==> src/rtl/wdt_pkg.sv <==
// Package: shared constants for the BCD watchdog.
// Assumes byte-wide registers. The timeout bytes sit at consecutive
// offsets starting at the hundredths byte.
package wdt_pkg;
    localparam int WDT_LOAD_BYTES = 2;                 // hundredths, seconds
    localparam int WDT_DIGITS     = 2 * WDT_LOAD_BYTES; // BCD digits in count
    localparam int OFS_LOAD_BASE  = 'hC;               // hundredths byte
    localparam int OFS_STAT       = 'hE;
    localparam int OFS_CTRL       = 'hF;
    localparam int CTRL_EN_BIT    = 1;
    localparam int CTRL_STEER_BIT = 0;
    localparam int STAT_FLAG_BIT  = 1;
    localparam int STAT_IRQ_BIT   = 0;
endpackage

==> src/rtl/wdt_bcd_down.sv <==
// Module: wdt_bcd_down
// Multi-digit BCD down-counter with reload. Assumes the loaded digits are
// valid BCD. A zero count is idle. Expiry is the tick that would take the
// count from one to zero, and that tick reloads the count instead.
module wdt_bcd_down #(
    parameter int DIGITS = 4,
    localparam int CW    = 4 * DIGITS
) (
    input  logic          clk,
    input  logic          rst_n,
    input  logic          load,
    input  logic [CW-1:0] load_val,
    input  logic [CW-1:0] reload_val,
    input  logic          tick,
    input  logic          en,
    output logic [CW-1:0] count,
    output logic          expire
);
    logic [CW-1:0]   cnt_q;
    logic [CW-1:0]   dec_val;
    logic [DIGITS:0] borrow;
    logic [DIGITS-1:0] dig_zero;
    logic            cnt_zero;
    logic            cnt_one;

    assign borrow[0] = 1'b1;

    // One stage per digit: decrement when borrowed into, pass borrow on 0.
    for (genvar d = 0; d < DIGITS; d++) begin : g_dig
        logic [3:0] dig;
        assign dig          = cnt_q[4*d +: 4];
        assign dig_zero[d]  = (dig == 4'd0);
        assign borrow[d+1]  = borrow[d] & dig_zero[d];
        assign dec_val[4*d +: 4] = !borrow[d] ? dig
                                 : (dig_zero[d] ? 4'd9 : dig - 4'd1);
    end

    assign cnt_zero = &dig_zero;
    assign cnt_one  = (cnt_q[3:0] == 4'd1) && (&dig_zero[DIGITS-1:1]);
    assign expire   = tick && en && !load && cnt_one;
    assign count    = cnt_q;

    // Count register: kick load first, then reload on expiry, else decrement.
    always_ff @(posedge clk) begin
        if (!rst_n)
            cnt_q <= '0;
        else if (load)
            cnt_q <= load_val;
        else if (tick && en && !cnt_zero)
            cnt_q <= cnt_one ? reload_val : dec_val;
    end
endmodule

==> src/rtl/wdt_pulse.sv <==
// Module: wdt_pulse
// Fixed-width pulse stretcher. Assumes PULSE_CLKS >= 1. A trigger that
// arrives while a pulse is still running is ignored.
module wdt_pulse #(
    parameter int PULSE_CLKS = 4
) (
    input  logic clk,
    input  logic rst_n,
    input  logic trig,
    output logic pulse
);
    localparam int PW = $clog2(PULSE_CLKS + 1);
    localparam logic [PW-1:0] PLOAD = PW'(PULSE_CLKS);

    logic [PW-1:0] left_q;

    // Remaining high cycles: arm from idle, otherwise count down.
    always_ff @(posedge clk) begin
        if (!rst_n)
            left_q <= '0;
        else if (trig && left_q == '0)
            left_q <= PLOAD;
        else if (left_q != '0)
            left_q <= left_q - PW'(1);
    end

    assign pulse = (left_q != '0);
endmodule

==> src/rtl/wdt_regs.sv <==
// Module: wdt_regs
// Host register file: the timeout bytes, control and status.
// Assumes single-cycle strobes. Reads are combinational.
// load_next merges the byte being written, so that a kick loads the new value.
module wdt_regs
    import wdt_pkg::*;
#(
    parameter int ADDR_W     = 5,
    parameter int LOAD_BYTES = WDT_LOAD_BYTES,
    localparam int LW        = 8 * LOAD_BYTES
) (
    input  logic              clk,
    input  logic              rst_n,
    input  logic              wr_en,
    input  logic              rd_en,
    input  logic [ADDR_W-1:0] addr,
    input  logic [7:0]        wdata,
    input  logic              expire,
    output logic [LW-1:0]     load_q,
    output logic [LW-1:0]     load_next,
    output logic              kick,
    output logic              ctrl_en,
    output logic              ctrl_steer,
    output logic              flag,
    output logic              irq,
    output logic              rd_stat,
    output logic [7:0]        rdata
);
    localparam logic [ADDR_W-1:0] A_STAT = ADDR_W'(OFS_STAT);
    localparam logic [ADDR_W-1:0] A_CTRL = ADDR_W'(OFS_CTRL);

    logic [LOAD_BYTES-1:0] hit_vec;
    logic en_q, steer_q, flag_q, irq_q;

    // One timeout byte register per load offset.
    for (genvar i = 0; i < LOAD_BYTES; i++) begin : g_load
        localparam logic [ADDR_W-1:0] A_I = ADDR_W'(OFS_LOAD_BASE + i);
        logic [7:0] byte_q;
        assign hit_vec[i] = wr_en && (addr == A_I);
        // Byte store on host write.
        always_ff @(posedge clk) begin
            if (!rst_n)          byte_q <= '0;
            else if (hit_vec[i]) byte_q <= wdata;
        end
        assign load_q[8*i +: 8]    = byte_q;
        assign load_next[8*i +: 8] = hit_vec[i] ? wdata : byte_q;
    end

    assign kick    = |hit_vec;
    assign rd_stat = rd_en && (addr == A_STAT);

    // Control bits: enable and steer.
    always_ff @(posedge clk) begin
        if (!rst_n) begin
            en_q    <= 1'b0;
            steer_q <= 1'b0;
        end else if (wr_en && addr == A_CTRL) begin
            en_q    <= wdata[CTRL_EN_BIT];
            steer_q <= wdata[CTRL_STEER_BIT];
        end
    end

    // Status: expiry sets the flags, a status read clears them, set wins.
    always_ff @(posedge clk) begin
        if (!rst_n) begin
            flag_q <= 1'b0;
            irq_q  <= 1'b0;
        end else if (expire) begin
            flag_q <= 1'b1;
            if (!steer_q) irq_q <= 1'b1;
        end else if (rd_stat) begin
            flag_q <= 1'b0;
            irq_q  <= 1'b0;
        end
    end

    // Read multiplexer.
    always_comb begin
        rdata = '0;
        for (int i = 0; i < LOAD_BYTES; i++)
            if (addr == ADDR_W'(OFS_LOAD_BASE + i))
                rdata = load_q[8*i +: 8];
        if (addr == A_STAT) begin
            rdata[STAT_FLAG_BIT] = flag_q;
            rdata[STAT_IRQ_BIT]  = irq_q;
        end
        if (addr == A_CTRL) begin
            rdata[CTRL_EN_BIT]    = en_q;
            rdata[CTRL_STEER_BIT] = steer_q;
        end
    end

    assign ctrl_en    = en_q;
    assign ctrl_steer = steer_q;
    assign flag       = flag_q;
    assign irq        = irq_q;
endmodule

==> src/rtl/bcd_wdt.sv <==
// Module: bcd_wdt (top)
// BCD watchdog: the register file, the four-digit countdown and the reset
// pulse. Assumes tick_i is a one-clock strobe at 100 Hz from the clock domain.
module bcd_wdt
    import wdt_pkg::*;
#(
    parameter int ADDR_W     = 5,
    parameter int PULSE_CLKS = 4
) (
    input  logic              clk,
    input  logic              rst_n,
    input  logic              tick_i,
    input  logic              wr_en_i,
    input  logic              rd_en_i,
    input  logic [ADDR_W-1:0] addr_i,
    input  logic [7:0]        wdata_i,
    output logic [7:0]        rdata_o,
    output logic              irq_o,
    output logic              wd_rst_o,
    output logic              flag_o
);
    localparam int CW = 4 * WDT_DIGITS;

    logic [CW-1:0] load_q, load_next, count;
    logic kick, ctrl_en, ctrl_steer, expire, rd_stat, load_zero;

    wdt_regs #(.ADDR_W(ADDR_W), .LOAD_BYTES(WDT_LOAD_BYTES)) u_regs (
        .clk(clk), .rst_n(rst_n), .wr_en(wr_en_i), .rd_en(rd_en_i),
        .addr(addr_i), .wdata(wdata_i), .expire(expire),
        .load_q(load_q), .load_next(load_next), .kick(kick),
        .ctrl_en(ctrl_en), .ctrl_steer(ctrl_steer), .flag(flag_o),
        .irq(irq_o), .rd_stat(rd_stat), .rdata(rdata_o)
    );

    wdt_bcd_down #(.DIGITS(WDT_DIGITS)) u_cnt (
        .clk(clk), .rst_n(rst_n), .load(kick), .load_val(load_next),
        .reload_val(load_q), .tick(tick_i), .en(ctrl_en),
        .count(count), .expire(expire)
    );

    wdt_pulse #(.PULSE_CLKS(PULSE_CLKS)) u_pulse (
        .clk(clk), .rst_n(rst_n), .trig(expire && ctrl_steer),
        .pulse(wd_rst_o)
    );

    assign load_zero = (load_q == '0);
endmodule

==> config.mk <==
export PLATFORM = sky130hd
export DESIGN_NAME = bcd_wdt
export DESIGN_NICKNAME = d
export VERILOG_FILES = /design/src/rtl/wdt_pkg.sv /design/src/rtl/wdt_bcd_down.sv /design/src/rtl/wdt_pulse.sv /design/src/rtl/wdt_regs.sv /design/src/rtl/bcd_wdt.sv
export SDC_FILE = /design/constraint.sdc
export NUM_CORES = 1
export LEC_CHECK = 0
export CORE_ASPECT_RATIO = 1.25
export CORE_MARGIN = 4
export CORE_UTILIZATION = 45
export CTS_CLUSTER_SIZE = 24
export DETAILED_ROUTE_END_ITERATION = 10
export DONT_BUFFER_PORTS = 1
export HOLD_SLACK_MARGIN = 0.05
export SLEW_MARGIN = 20
export SYNTH_ARGS = -nofsm -noshare
export SYNTH_HDL_FRONTEND = slang
export SYNTH_SLANG_ARGS = --single-unit
==> constraint.sdc <==
create_clock -name clk -period 2.77 [get_ports clk]
set_clock_uncertainty 0.2 [all_clocks]
set_input_delay 0.4155 -clock clk [delete_from_list [all_inputs] [get_ports clk]]
set_output_delay 0.4155 -clock clk [all_outputs]
set_load 0.02 [all_outputs]
; Word-level counts from Yosys, hierarchy flattened
; Cells that the tools add are included.
[word_totals]
wordCells = 81
regBits = 39
input_bits = 18
out_inout_bits = 11
[classes]
n_reduce_logical = 33
n_mux = 22
add_sub_neg = 5
bitwise = 3
n_eq_ne = 6
[ops]
columns = operator, n
row1 = $mux W16, 3
row2 = $mux W8, 4
row3 = $mux W4, 7
row4 = $eq A5 B4 Y1 const B, 4
row5 = $logic_not A4 Y1, 4
row6 = $sub A4 B1 Y4 const B, 4
row7 = $reduce_bool A3 Y1, 4
row8 = $logic_and A1 B1 Y1, 11
row9 = $reduce_and A2 Y1, 4
row10 = $mux W3, 2
row11 = $reduce_bool A2 Y1, 3
row12 = $eq A4 B1 Y1 const B, 1
row13 = $mux W1, 4
row14 = $mux W2, 2
row15 = $reduce_and A4 Y1, 1
row16 = $reduce_or A2 Y1, 2
row17 = $logic_not A3 Y1, 1
row18 = $reduce_and A3 Y1, 1
row19 = $sub A3 B1 Y3 const B, 1
row20 = $and A1 B1 Y1, 2
row21 = $logic_not A1 Y1, 2
row22 = $ne A2 B2 Y1 const B, 1
row23 = $not A1 Y1, 1

; Logic depth before layout (Yosys ltp)
; Gate-level depths: netlist of the first run.
[logic_depth]
ltp_word = 9
mapped_depth = 8
ltp_nobuf = 7

; Modules after synthesis
; A second synthesis of the first run with hierarchy kept.
[unflattened]
hier_cells = 327
area_unflattened_um2 = 2544.9
[modules_own_cells]
columns = module, area_per_inst_um2, n_inst, cells_per_inst
row1 = wdt_bcd_down, 1280.0, 1, 166
row2 = wdt_regs, 1091.0, 1, 142
row3 = wdt_pulse, 167.7, 1, 18
row4 = bcd_wdt, 6.3, 1, 1

; Worst setup path after synthesis of the first run
; OpenSTA, ideal clock, no wires.
[synth_path]
kind = register -> register
start = reg u_cnt.cnt_q[4] (netlist: u_cnt.count[4])
end = reg u_cnt.cnt_q[4] (netlist: u_cnt.count[4])
t_arrival_ns = 2.213
path_stages_with_launch = 8
slack_ns = 0.241
required_time_ns = 2.454
cell_sequence = dfxtp_1 > or4_4 > or4_4 > buf_6 > and2_4 > a21boi_4 > o2111ai_1 > o211a_1
[synth_between]
elab_chain_len = 6
elab_cells_between_ends = 15
classes_between = 1 x add/sub / 5 x mux / 9 x reduce/logical
[synth_lines]
columns = element, line_no
row1 = "start, declared", wdt_bcd_down.sv:19  ; logic [CW-1:0] cnt_q;
row2 = "start signal, assigned", wdt_bcd_down.sv:48  ; cnt_q <= load_val;
row3 = "start signal, assigned", wdt_bcd_down.sv:50  ; cnt_q <= cnt_one ? reload_val : dec_val;
row4 = $sub A4 B1 Y4 or $logic_not A4 Y1 (tied branches), "wdt_bcd_down.sv:35, wdt_bcd_down.sv:32"
row5 = $mux W4 (tied with other cells), wdt_bcd_down.sv:35  ; : (dig_zero[d] ? 4'd9 : dig - 4'd1);
row6 = $mux W4 (tied with other cells), wdt_bcd_down.sv:34  ; assign dec_val[4*d +: 4] = !borrow[d] ? dig
row7 = $mux W16 or $logic_and A1 B1 Y1 (tied branches), "wdt_bcd_down.sv:50, wdt_bcd_down.sv:49"
row8 = $mux W16 or $reduce_bool A2 Y1 (tied branches), --
row9 = $mux W16 or $reduce_and A2 Y1 (tied branches), --
; Parallel ways exist; a longest one is shown, timed or not. The select of a mux whose other input is x is not followed.
; A chain may end at the register's enable or synchronous reset.

; Worst setup path after layout of the first run
; Same ends and word-level chain as after synthesis.

==> results.txt, run 1 <==
----------------------------------------------------
[Outcome]
  Status ... completed

[Layout]
  Fraction of final layout cells with drive strength greater than 1 ... 0.108
  Antenna Cells ... 0
  Net count of the finished layout ... 306
  Final core utilization ... 0.514
  Synth-to-Final Area Change ... 10.6%
  Final Non-Filler Cells ... ~350

[Floorplan]
  Core Footprint ... 0.00473 mm^2
  Number of cell rows ... 28
  Die Span X ... 70.5 um
  I/O pin count ... 29
  Die outline area ... 0.00607 mm^2
  Die Span Y ... around 86 um
  Initial core utilization ... 0.465

[CTS]
  Clock latency on the worst-skew pair ... roughly 0.29 ns
  Deepest clock path buffer count ... 2
  Number of cells upsized or downsized after cts ... 0
  Clock root buffer ... clkbuf_8
  CTS buffer count ... 5
  Clock tree from TritonCTS ... built
  Post-CTS Setup Inserts ... 0
  Quantity of hold-fixing buffers added after cts ... 1
  Number of clock sinks ... 39
  Clock Pin Slew Worst Setup and Hold Paths ... 0.08 ns
  H-Tree Depth ... 2

[Global route]
  Number of global-route vias before repair ... 2088
  First-pass GRT wire length ... 9960 um
  Pin count of the biggest net entering global routing ... 41
  Aggregate global-route resource usage ... 0.209
  Total congestion overflow ... 0
  Initial antenna violation count ... 0

[Yosys]
  Area share of fa/ha/maj cells after synthesis ... 0.0114
  Mean instance size in the synthesized netlist ... 7.87 um^2
  Yosys warning count ... 0
  Library cell occupying the most area in the post-synthesis netlist ... dfxtp_1
  Async set-reset flop share out of synthesis ... 0
  Most frequently used flop master after synthesis ... dfxtp_1
  Simple-gate portion of the synthesized area ... 0.245
  Synth area leaders ... dfxtp_1 (36%), nand2_1 (9.4%), a21boi_0 (6.5%)
  Most common cell in the synthesized netlist ... nand2_1
  Number of synthesized register bits ... 39
  Post-synthesis sequential area ratio ... 0.355
  Area of the mapped netlist ... roughly 0.0022 mm^2
  Compound-gate portion of the synthesized area ... 0.298
  Total nets after synthesis ... 299
  Count of cell types in the netlist ... 48
  Combinational family with the most area after synthesis ... compound AO/OA/AOI/OAI gates
  Top cell types by occurrence after synthesis ... nand2_1 (55), dfxtp_1 (39), nor2_1 (24), o21ai_0 (22), a21boi_0 (19)
  Share of Yosys cell area claimed by the top area cell type ... 0.355
  Share of synthesized area spent on multiplexers ... 0.0552
  Post-synthesis instance total ... 279
  Post-synthesis share of cell area spent on xor and xnor gates ... 0
  Number of synthesized flops with an enable pin ... 0

[Detailed routing]
  Remaining antenna violation count after routing ... 0
  Number of iterations in the first detailed-routing pass ... 4
  Detail-routed via count per cell ... between 5 and 6
  Count of unresolved DRC violations after routing ... 0
  Iter 0 DRT Violations ... 109
  Total Wirelength ... approximately 5900 um
  Via count ... 2079
  Average wire length per cell after detail routing ... 17.1 um

[Worst setup path]
  Arrival time reported for the critical path endpoint ... 2.62 ns
  Worst path buffer plus inverter count ... 0
  Worst setup path category ... reg2reg
  CP delay by family, top ... simple AND/OR/NAND/NOR gates
  Slowest stage delay, CP ... between 0.6 and 0.7 ns
  Crit path launch type ... flip-flop
  Crit path capture type ... flip-flop
  Crit path max fanout ... 8
  Most used cell along the critical path ... or4_4
  Cells along the critical path ... or4_4 > or4_4 > and2_4 > a21boi_4 > o2111ai_1 > o211a_1
  Slowest-stage cell, CP ... or4_4
  Required arrival time at the worst endpoint ... 2.76 ns

[STA]
  Count of endpoints failing setup in the final report ... 0
  Number of endpoints with negative hold slack in the final report ... 0
  Post-route fraction of the period consumed by the critical path ... 0.950
  Final min period ... 2.63 ns
  Upper clock frequency limit ... 0.380 GHz
  RSZ-0062 raised after global routing ... false
  Worst slew margin relative to its limit ... 0.520
  Setup total negative slack ... 0 ns
  Final critical-path setup slack ... 0.137 ns
  Slew of the pin with the lowest slew margin ... roughly 0.70 ns
  Max-slew violation count ... 0

[Power and ir drop]
  Worst vdd ir ... 0.239 mV
  Leakage dissipation ... 0.886 nW
  Power density over cell area ... 545 mW/mm^2

[Job]
  Max-cap violations ... 0

[Min path]
  Path category of the worst min-delay check ... in2reg

[Place]
  Count of port buffers added during placement ... 0
  Placed Instances ... approximately 340
  Placer congestion estimate ... between 0.8 and 0.9
  Post-placement worst setup slack ... 0.156 ns
  HPWL after detailed placement ... 4330 um

----------------------------------------------------
layout by cell type (no fill, tap or decap), types with 3 or more instances in the layout:
cell      count
clkbuf_8      6
dfxtp_1      39
o21ai_1       4
o221ai_1      3
a221oi_1      5
nor2_1       24
a31oi_1       4
inv_1         6
o21ai_0      22
mux2i_1      11
or4_4         3
a21oi_1      18
a21boi_0     19
nand3_1       5
nand2_1      55
buf_4        11
nor2b_1       7
o211ai_1      4
o21a_1        3
power by group:
part	switching [mW]	total (mW)	internal, mW	leakage (nW)
clock network	0.202	0.494	0.292	0.0612
logic	0.130	0.221	0.0901	0.509
registers	0.0208	0.610	0.589	0.315
worst reg2reg max path: stages, from the launching register on:
cell and delay, ns:
dfxtp_1 0.36, or4_4 0.58, or4_4 0.62, and2_4 0.23
a21boi_4 0.25, o2111ai_1 0.15, o211a_1 0.14
path summary, 6_finish.rpt:
kind | start | to | slack [ns] | cells past startpoint
hold / removal | rst_n | u_cnt.count[4]$_SDFFE_PN0P_ | 0.06 | 1
setup / recovery | u_cnt.count[4]$_SDFFE_PN0P_ | u_cnt.count[4]$_SDFFE_PN0P_ | 0.14 | 6
hold reg to reg | u_regs.g_load[0].byte_q[6]$_SDFF_PN0_ | u_regs.g_load[0].byte_q[6]$_SDFF_PN0_ | 0.29 | 2
setup reg to reg | u_cnt.count[4]$_SDFFE_PN0P_ | u_cnt.count[4]$_SDFFE_PN0P_ | 0.14 | 6
cell type report:
| cell class | instances | area [um^2] |
|---|---|---|
| Timing Repair Buffer | 12 | 92.6 |
| Multi-Input combinational cell | 222 | 1340 |
| Sequential cell | 39 | 781 |
| Clock buffer | 6 | 82.6 |
| Inverter | 6 | 22.5 |
| Clock inverter | 2 | 35.0 |
| Tap cell | 60 | 75.1 |
| Fill cell | 478 | 2300 |
through the flow:
step	power, mW	area [um^2]	hold WS [ns]
finish	1.32	2430	0.0560
global route	1.39	2430	0.0508
CTS	1.33	2430	0.0506
detailed placement	0.843	2300	0.284
global placement	0.838	2300	0.268
floorplan	0.814	2200	0.256
routing by layer:
metal,track usage,share of wire,vias to the layer above,routed length (um)
li1,-,-,1030,-
met1,0.247,0.42,966,2460
met2,0.374,0.51,73,3010
met3,0.0457,0.059,10,348
met4,0.0627,0.018,0,106
met5,0,0,-,0
cells by family (layout without fill, tap and decap cells):
family	count (synthesis)	in the layout
AOI/OAI and AO/OA	97	97
adders and majority gates	2	2
buffers and inverters	18	26
DFF	39	39
muxes	12	12
and+or+nand+nor	111	111
registers in the layout (all words and copies together) (netlist names):
register,flops
u_cnt.count,16
u_pulse.left_q,3
u_regs.ctrl_en,1
u_regs.ctrl_steer,1
u_regs.flag,1
u_regs.g_load.byte_q,16
u_regs.irq,1
No activity file was read; power rests on OpenSTA's default activity.
==> run 2, diff against run 1 <==
- CAP_MARGIN: unset -> 40
- CORE_MARGIN: 4 -> 3
==> results.txt, run 2 (synthesized netlist as in run 1, its figures left out) <==
----------------------------------------------------
[Power and ir drop]
  Leakage dissipation ... 0.880 nW (-0.62%)
  Worst vdd ir ... 0.254 mV (+6.5%)
  Power density over cell area ... 572 mW/mm^2 (+4.9%)

[Floorplan]
  Core Footprint ... 0.00456 mm^2 (-3.6%)
  Die Span X ... 68.5 um (-2.8%)
  Die Span Y ... 84.1 um (-2.3%)
  I/O pin count ... 29 (unchanged)
  Die outline area ... 0.00576 mm^2 (-5.1%)
  Number of cell rows ... 27 (-3.6%)
  Initial core utilization ... 0.482 (+0.0172)

[Layout]
  Fraction of final layout cells with drive strength greater than 1 ... 0.0982 (-0.00977)
  Synth-to-Final Area Change ... 10.5%
  Final core utilization ... 0.532 (+0.0185)
  Most common cell after layout, fill and taps aside ... nand2_1
  Net count of the finished layout ... 304 (-0.65%)
  Fill cell instance count of the final layout ... 452 (-5.4%)
  Final Instance Area ... 0.00243 mm^2 (-0.10%)
  Commonest cells after routing, fill and taps aside ... nand2_1 (55), dfxtp_1 (39), nor2_1 (24)
  Antenna Cells ... 0 (unchanged)

[Worst setup path]
  Most used cell along the critical path ... or4_4
  Worst setup path category ... reg2reg
  Crit path capture type ... flip-flop
  Required arrival time at the worst endpoint ... 2.75 ns (about the same)
  Slowest stage delay, CP ... 0.62 ns (about the same)
  Cells along the critical path ... or4_4 > or4_4 > and2_4 > a21boi_4 > o2111ai_1 > o211a_1
  Crit path launch type ... flip-flop
  Slowest-stage cell, CP ... or4_4
  Crit path max fanout ... 8 (unchanged)
  Arrival time reported for the critical path endpoint ... 2.61 ns (about the same)

[Global route]
  Number of global-route vias before repair ... 1926 (-7.8%)
  Initial antenna violation count ... 0 (unchanged)
  Aggregate global-route resource usage ... 0.208 (-0.000890)
  Pin count of the biggest net entering global routing ... 41 (unchanged)
  Total congestion overflow ... 0 (unchanged)
  First-pass GRT wire length ... 9140 um (-8.2%)

[STA]
  Upper clock frequency limit ... 0.381 GHz (+0.21%)
  RSZ-0062 raised after global routing ... false
  Setup total negative slack ... 0 ns (unchanged)
  Number of endpoints with negative hold slack in the final report ... 0 (unchanged)
  Final min period ... 2.63 ns (-0.00556 ns)
  Count of endpoints failing setup in the final report ... 0 (unchanged)
  Hold slack ... 0.0626 ns (+0.00655 ns)
  Worst slew margin relative to its limit ... 0.582 (+0.0622)
  Post-route fraction of the period consumed by the critical path ... 0.948 (-0.00201)
  Slew of the pin with the lowest slew margin ... 0.611 ns (-0.0909 ns)
  Max-slew violation count ... 0 (unchanged)

[Detailed routing]
  Detail-routed via count per cell ... 5.89 (-1.8%)
  Average wire length per cell after detail routing ... 16.5 um (-3.6%)
  Number of iterations in the first detailed-routing pass ... 4 (unchanged)
  Iter 0 DRT Violations ... 127 (+17%)
  Count of unresolved DRC violations after routing ... 0 (unchanged)
  Via count ... 2019 (-2.9%)
  Total Wirelength ... 5650 um (-4.7%)
  Remaining antenna violation count after routing ... 0 (unchanged)

[CTS]
  H-Tree Depth ... 2 (unchanged)
  Clock latency on the worst-skew pair ... 0.29 ns (about the same)
  Clock tree from TritonCTS ... built
  Clock Pin Slew Worst Setup and Hold Paths ... 0.08 ns (about the same)
  Post-CTS Setup Inserts ... 0 (unchanged)
  Clock root buffer ... clkbuf_8
  Deepest clock path buffer count ... 2 (unchanged)
  CTS buffer count ... 5 (unchanged)
  Number of clock sinks ... 39 (unchanged)

[Min path]
  Path category of the worst min-delay check ... in2reg

[Place]
  Placer congestion estimate ... 0.820 (-4.1%)
  Count of port buffers added during placement ... 0 (unchanged)
  HPWL after detailed placement ... 4200 um (-3.0%)
  Placement-stage cell area ... 0.00228 mm^2 (-0.76%)

[Job]
  Max-cap violations ... 0 (unchanged)

[Outcome]
  Status ... completed

----------------------------------------------------
## run 2: cell count changes in the layout (fill, tap and decap cells not counted)
cell | before | now
clkbuf_8 | 6 | 5
clkbuf_1 | 0 | 1
clkinv_2 | 1 | 0
bufinv_16 | 1 | 2
buf_4 | 11 | 9
## run 2: final cells by class
class / instances / area [um^2] / share of cell area
tap: 58 / 72.6 / 0.0299
multi-input combinational: 222 / 1340 / 0.553
clock inverter: 2 / 60.1 / 0.0247
inverter: 6 / 22.5 / 0.00928
sequential: 39 / 781 / 0.322
clock buffer: 6 / 72.6 / 0.0299
timing repair buffer: 10 / 77.6 / 0.0320
## run 2: metrics by stage
step	setup WS, ns	instances	power [mW]
5_1_grt	0.00966	343	1.46
3_3_place_gp	0.185	334	0.838
2_1_floorplan	0.241	279	0.814
3_5_place_dp	0.144	334	0.840
6_report	0.143	343	1.39
4_1_cts	0.134	343	1.40
## run 2: report_power, final
part / internal [mW] / leakage (nW) / switching [mW]
combinational: 0.0901 / 0.499 / 0.129
sequential: 0.589 / 0.315 / 0.0195
clock: 0.360 / 0.0654 / 0.199
## run 2: path summary, 6_finish.rpt
check | startpoint | end | slack, ns | cells past startpoint
setup reg to reg | u_cnt.count[4]$_SDFFE_PN0P_ | u_cnt.count[4]$_SDFFE_PN0P_ | 0.14 | 6
hold / removal | wdata_i[6] | u_regs.g_load[1].byte_q[6]$_SDFF_PN0_ | 0.06 | 2
hold reg to reg | u_regs.g_load[0].byte_q[3]$_SDFF_PN0_ | u_regs.g_load[0].byte_q[3]$_SDFF_PN0_ | 0.29 | 2
setup / recovery | u_cnt.count[4]$_SDFFE_PN0P_ | u_cnt.count[4]$_SDFFE_PN0P_ | 0.14 | 6
## run 2: metal layers
metal	vias up	global-route usage	share of wire
met5	-	0	0
met4	0	0.0741	0.010
met3	4	0.0391	0.083
met2	76	0.342	0.49
met1	914	0.262	0.42
li1	1025	-	-
## run 2: critical path, delay by kind of cell (launching register included)
family | cells | cell delay [ns]
AO/OA/AOI/OAI | 3 | 0.52
AND/OR/NAND/NOR | 3 | 1.44
flip-flops | 1 | 0.36
## run 2: what timing repair did
item	CTS	global route
endpoints found under the hold margin	2	0
endpoints found under the setup margin	0	1
hold buffers	1	0
gates resized for setup	0	0
==> run 3, diff against run 2 <==
- clock period: 2.77 -> 2.1 ns (I/O delays scaled with it)
==> results.txt, run 3 (synthesized netlist as in run 1, its figures left out) <==
----------------------------------------------------
[Outcome]
  Status ... finished, violations left
  Violations in the final reports ... setup timing

[Worst setup path]
  R2R setup slack ... -0.40 ns (-0.54 ns)
  Crit path launch type ... flip-flop
  Required arrival time at the worst endpoint ... 2.12 ns (-0.63 ns)
  Arrival time reported for the critical path endpoint ... 2.51 ns (-0.10 ns)
  Critical R2R Launch ... u_cnt.count[3]$_SDFFE_PN0P_
  Startpoint of the most critical setup path ... u_cnt.count[3]$_SDFFE_PN0P_
  Worst Reg-to-Reg Cells ... 7 (+1)
  FF-to-FF End ... u_cnt.count[9]$_SDFFE_PN0P_
  Cells along the critical path ... or4b_4 > or4_4 > and2_4 > buf_12 > a21boi_4 > o21ai_1 > a21oi_2
  Slowest stage delay, CP ... 0.57 ns (-0.05 ns)
  Crit path max fanout ... 5 (-3)
  Slowest-stage cell, CP ... or4_4
  End point of the critical path ... u_cnt.count[9]$_SDFFE_PN0P_
  Crit path capture type ... flip-flop
  Worst setup path category ... reg2reg

[STA]
  RSZ-0062 raised after global routing ... true
  Post-route fraction of the period consumed by the critical path ... 1.19 (+0.240)
  Number of endpoints with negative hold slack in the final report ... 0 (unchanged)
  Final critical-path setup slack ... -0.396 ns (-0.538 ns)
  Final min period ... 2.50 ns (-0.132 ns)
  Max-slew violation count ... 0 (unchanged)
  Slew of the pin with the lowest slew margin ... 0.486 ns (-0.125 ns)
  Upper clock frequency limit ... 0.401 GHz (+5.3%)
  Count of endpoints failing setup in the final report ... 21 (+21)
  Worst slew margin relative to its limit ... 0.675 (+0.0925)

[Detailed routing]
  Routed met3 length ... 383 um (-18%)
  Number of iterations in the first detailed-routing pass ... 5 (+1)
  Met1 wire length ... 2820 um (+19%)
  Met2 wirelength from detailed routing ... 3490 um (+27%)
  Total Wirelength ... 6830 um (+21%)
  Average wire length per cell after detail routing ... 17.2 um (+4.5%)
  Iter 0 DRT Violations ... 156 (+23%)
  Top routing layer used ... met4
  Count of unresolved DRC violations after routing ... 0 (unchanged)
  Detail-routed via count per cell ... 5.78 (-1.8%)
  Remaining antenna violation count after routing ... 0 (unchanged)
  Via count ... 2295 (+14%)

[Place]
  Placer congestion estimate ... 0.859 (+4.7%)
  Post-placement worst setup slack ... -0.401 ns (-0.545 ns)
  HPWL after detailed placement ... 4680 um (+12%)
  Count of port buffers added during placement ... 0 (unchanged)
  Placement-stage cell area ... 0.00257 mm^2 (+12%)

[CTS]
  Clock latency on the worst-skew pair ... 0.29 ns (about the same)
  Clock Pin Slew Worst Setup and Hold Paths ... 0.07 ns (about the same)
  Deepest clock path buffer count ... 2 (unchanged)
  H-Tree Depth ... 2 (unchanged)
  Clock root buffer ... clkbuf_8
  Clock tree from TritonCTS ... built
  CTS buffer count ... 5 (unchanged)
  Number of clock sinks ... 39 (unchanged)

[Floorplan]
  Initial core utilization ... 0.482 (unchanged)
  Core Footprint ... 0.00456 mm^2 (unchanged)
  I/O pin count ... 29 (unchanged)
  Die Span X ... 68.5 um (unchanged)
  Die outline area ... 0.00576 mm^2 (unchanged)
  Die Span Y ... 84.1 um (unchanged)
  Number of cell rows ... 27 (unchanged)

[Global route]
  Total congestion overflow ... 0 (unchanged)
  Pin count of the biggest net entering global routing ... 42 (+2.4%)
  First-pass GRT wire length ... 9980 um (+9.2%)
  Number of global-route vias before repair ... 2108 (+9.4%)
  Initial antenna violation count ... 0 (unchanged)
  Aggregate global-route resource usage ... 0.231 (+0.0231)

[Min path]
  Path category of the worst min-delay check ... in2reg
  Startpoint of the most critical hold path ... wdata_i[5]

[Power and ir drop]
  Power density over cell area ... 582 mW/mm^2 (+1.8%)
  Overall power of the completed layout ... 1.74 mW (+25%)
  Leakage dissipation ... 1.19 nW (+35%)
  Worst vdd ir ... 0.465 mV (+83%)

[Layout]
  Most common cell after layout, fill and taps aside ... nand2_1
  Net count of the finished layout ... 358 (+18%)
  Fraction of final layout cells with drive strength greater than 1 ... 0.286 (+0.188)
  Footprint of the multi-input gates ... 0.00145 mm^2 (+7.9%)
  Final Instance Area ... 0.00299 mm^2 (+23%)
  Fill cell instance count of the final layout ... 397 (-12%)
  Synth-to-Final Area Change ... 35.9%
  Antenna Cells ... 0 (unchanged)
  Footprint of the flip-flops and latches ... 788 um^2 (+0.96%)
  Commonest cells after routing, fill and taps aside ... nand2_1 (53), buf_4 (48), dfxtp_1 (33)

[Job]
  Max-cap violations ... 0 (unchanged)

----------------------------------------------------
run 3: what timing repair did:
| action | in CTS | in global routing |
|---|---|---|
| setup buffers | 5 | 3 |
| gates resized for setup | 7 | 21 |
| hold buffers | 9 | 2 |
| setup endpoints to repair | 21 | 21 |
| pin swaps | 8 | 10 |
| endpoints found under the hold margin | 39 | 2 |
run 3: worst min path at each step:
stage                     slack (ns)                              to  depth (start not counted)
after global routing            0.06    u_cnt.count[13]$_SDFFE_PN0P_                          2
after detailed placement        0.24  u_pulse.left_q[0]$_SDFFE_PP0N_                          1
after floorplan                 0.25    u_cnt.count[11]$_SDFFE_PN0P_                          2
final                           0.02    u_cnt.count[13]$_SDFFE_PN0P_                          2
after CTS                       0.05     u_cnt.count[2]$_SDFFE_PN0P_                          2
after global placement          0.24  u_pulse.left_q[2]$_SDFFE_PN0P_                          2
run 3: power breakdown:
part	total, mW	switching [mW]	internal [mW]
combinational	0.383	0.211	0.172
clock	0.555	0.255	0.300
sequential	0.800	0.0217	0.778
total	1.74	0.488	1.25
run 3: critical path, delay by kind of cell, from the launching register on:
kind	cells	cell delay, ns
AND/OR/NAND/NOR	3	1.30
flip-flops	1	0.33
buffers and inverters	1	0.13
AO/OA/AOI/OAI	3	0.47
run 3: final cells by class:
cell class / count / share of cell area
multi-input cells: 222 / 0.485
inverters: 6 / 0.00754
clock buffers: 8 / 0.0335
well taps: 58 / 0.0243
repair buffers: 64 / 0.186
flip-flops and latches: 39 / 0.264
run 3: per-layer routing:
metal,global-route usage,up-vias
li1,-,1136
met1,0.276,1066
met2,0.395,78
met3,0.0512,15
met4,0.0741,0
met5,0,-
run 3: metrics by stage:
stage	cells	hold slack (ns)	setup TNS, ns	util
4_1_cts	392	0.0518	-7.27	0.622
3_3_place_gp	370	0.239	-4.95	0.563
2_1_floorplan	279	0.250	-3.89	-
5_1_grt	397	0.0612	-7.79	0.655
3_5_place_dp	370	0.244	-5.26	0.563
6_report	397	0.0235	-6.07	0.655
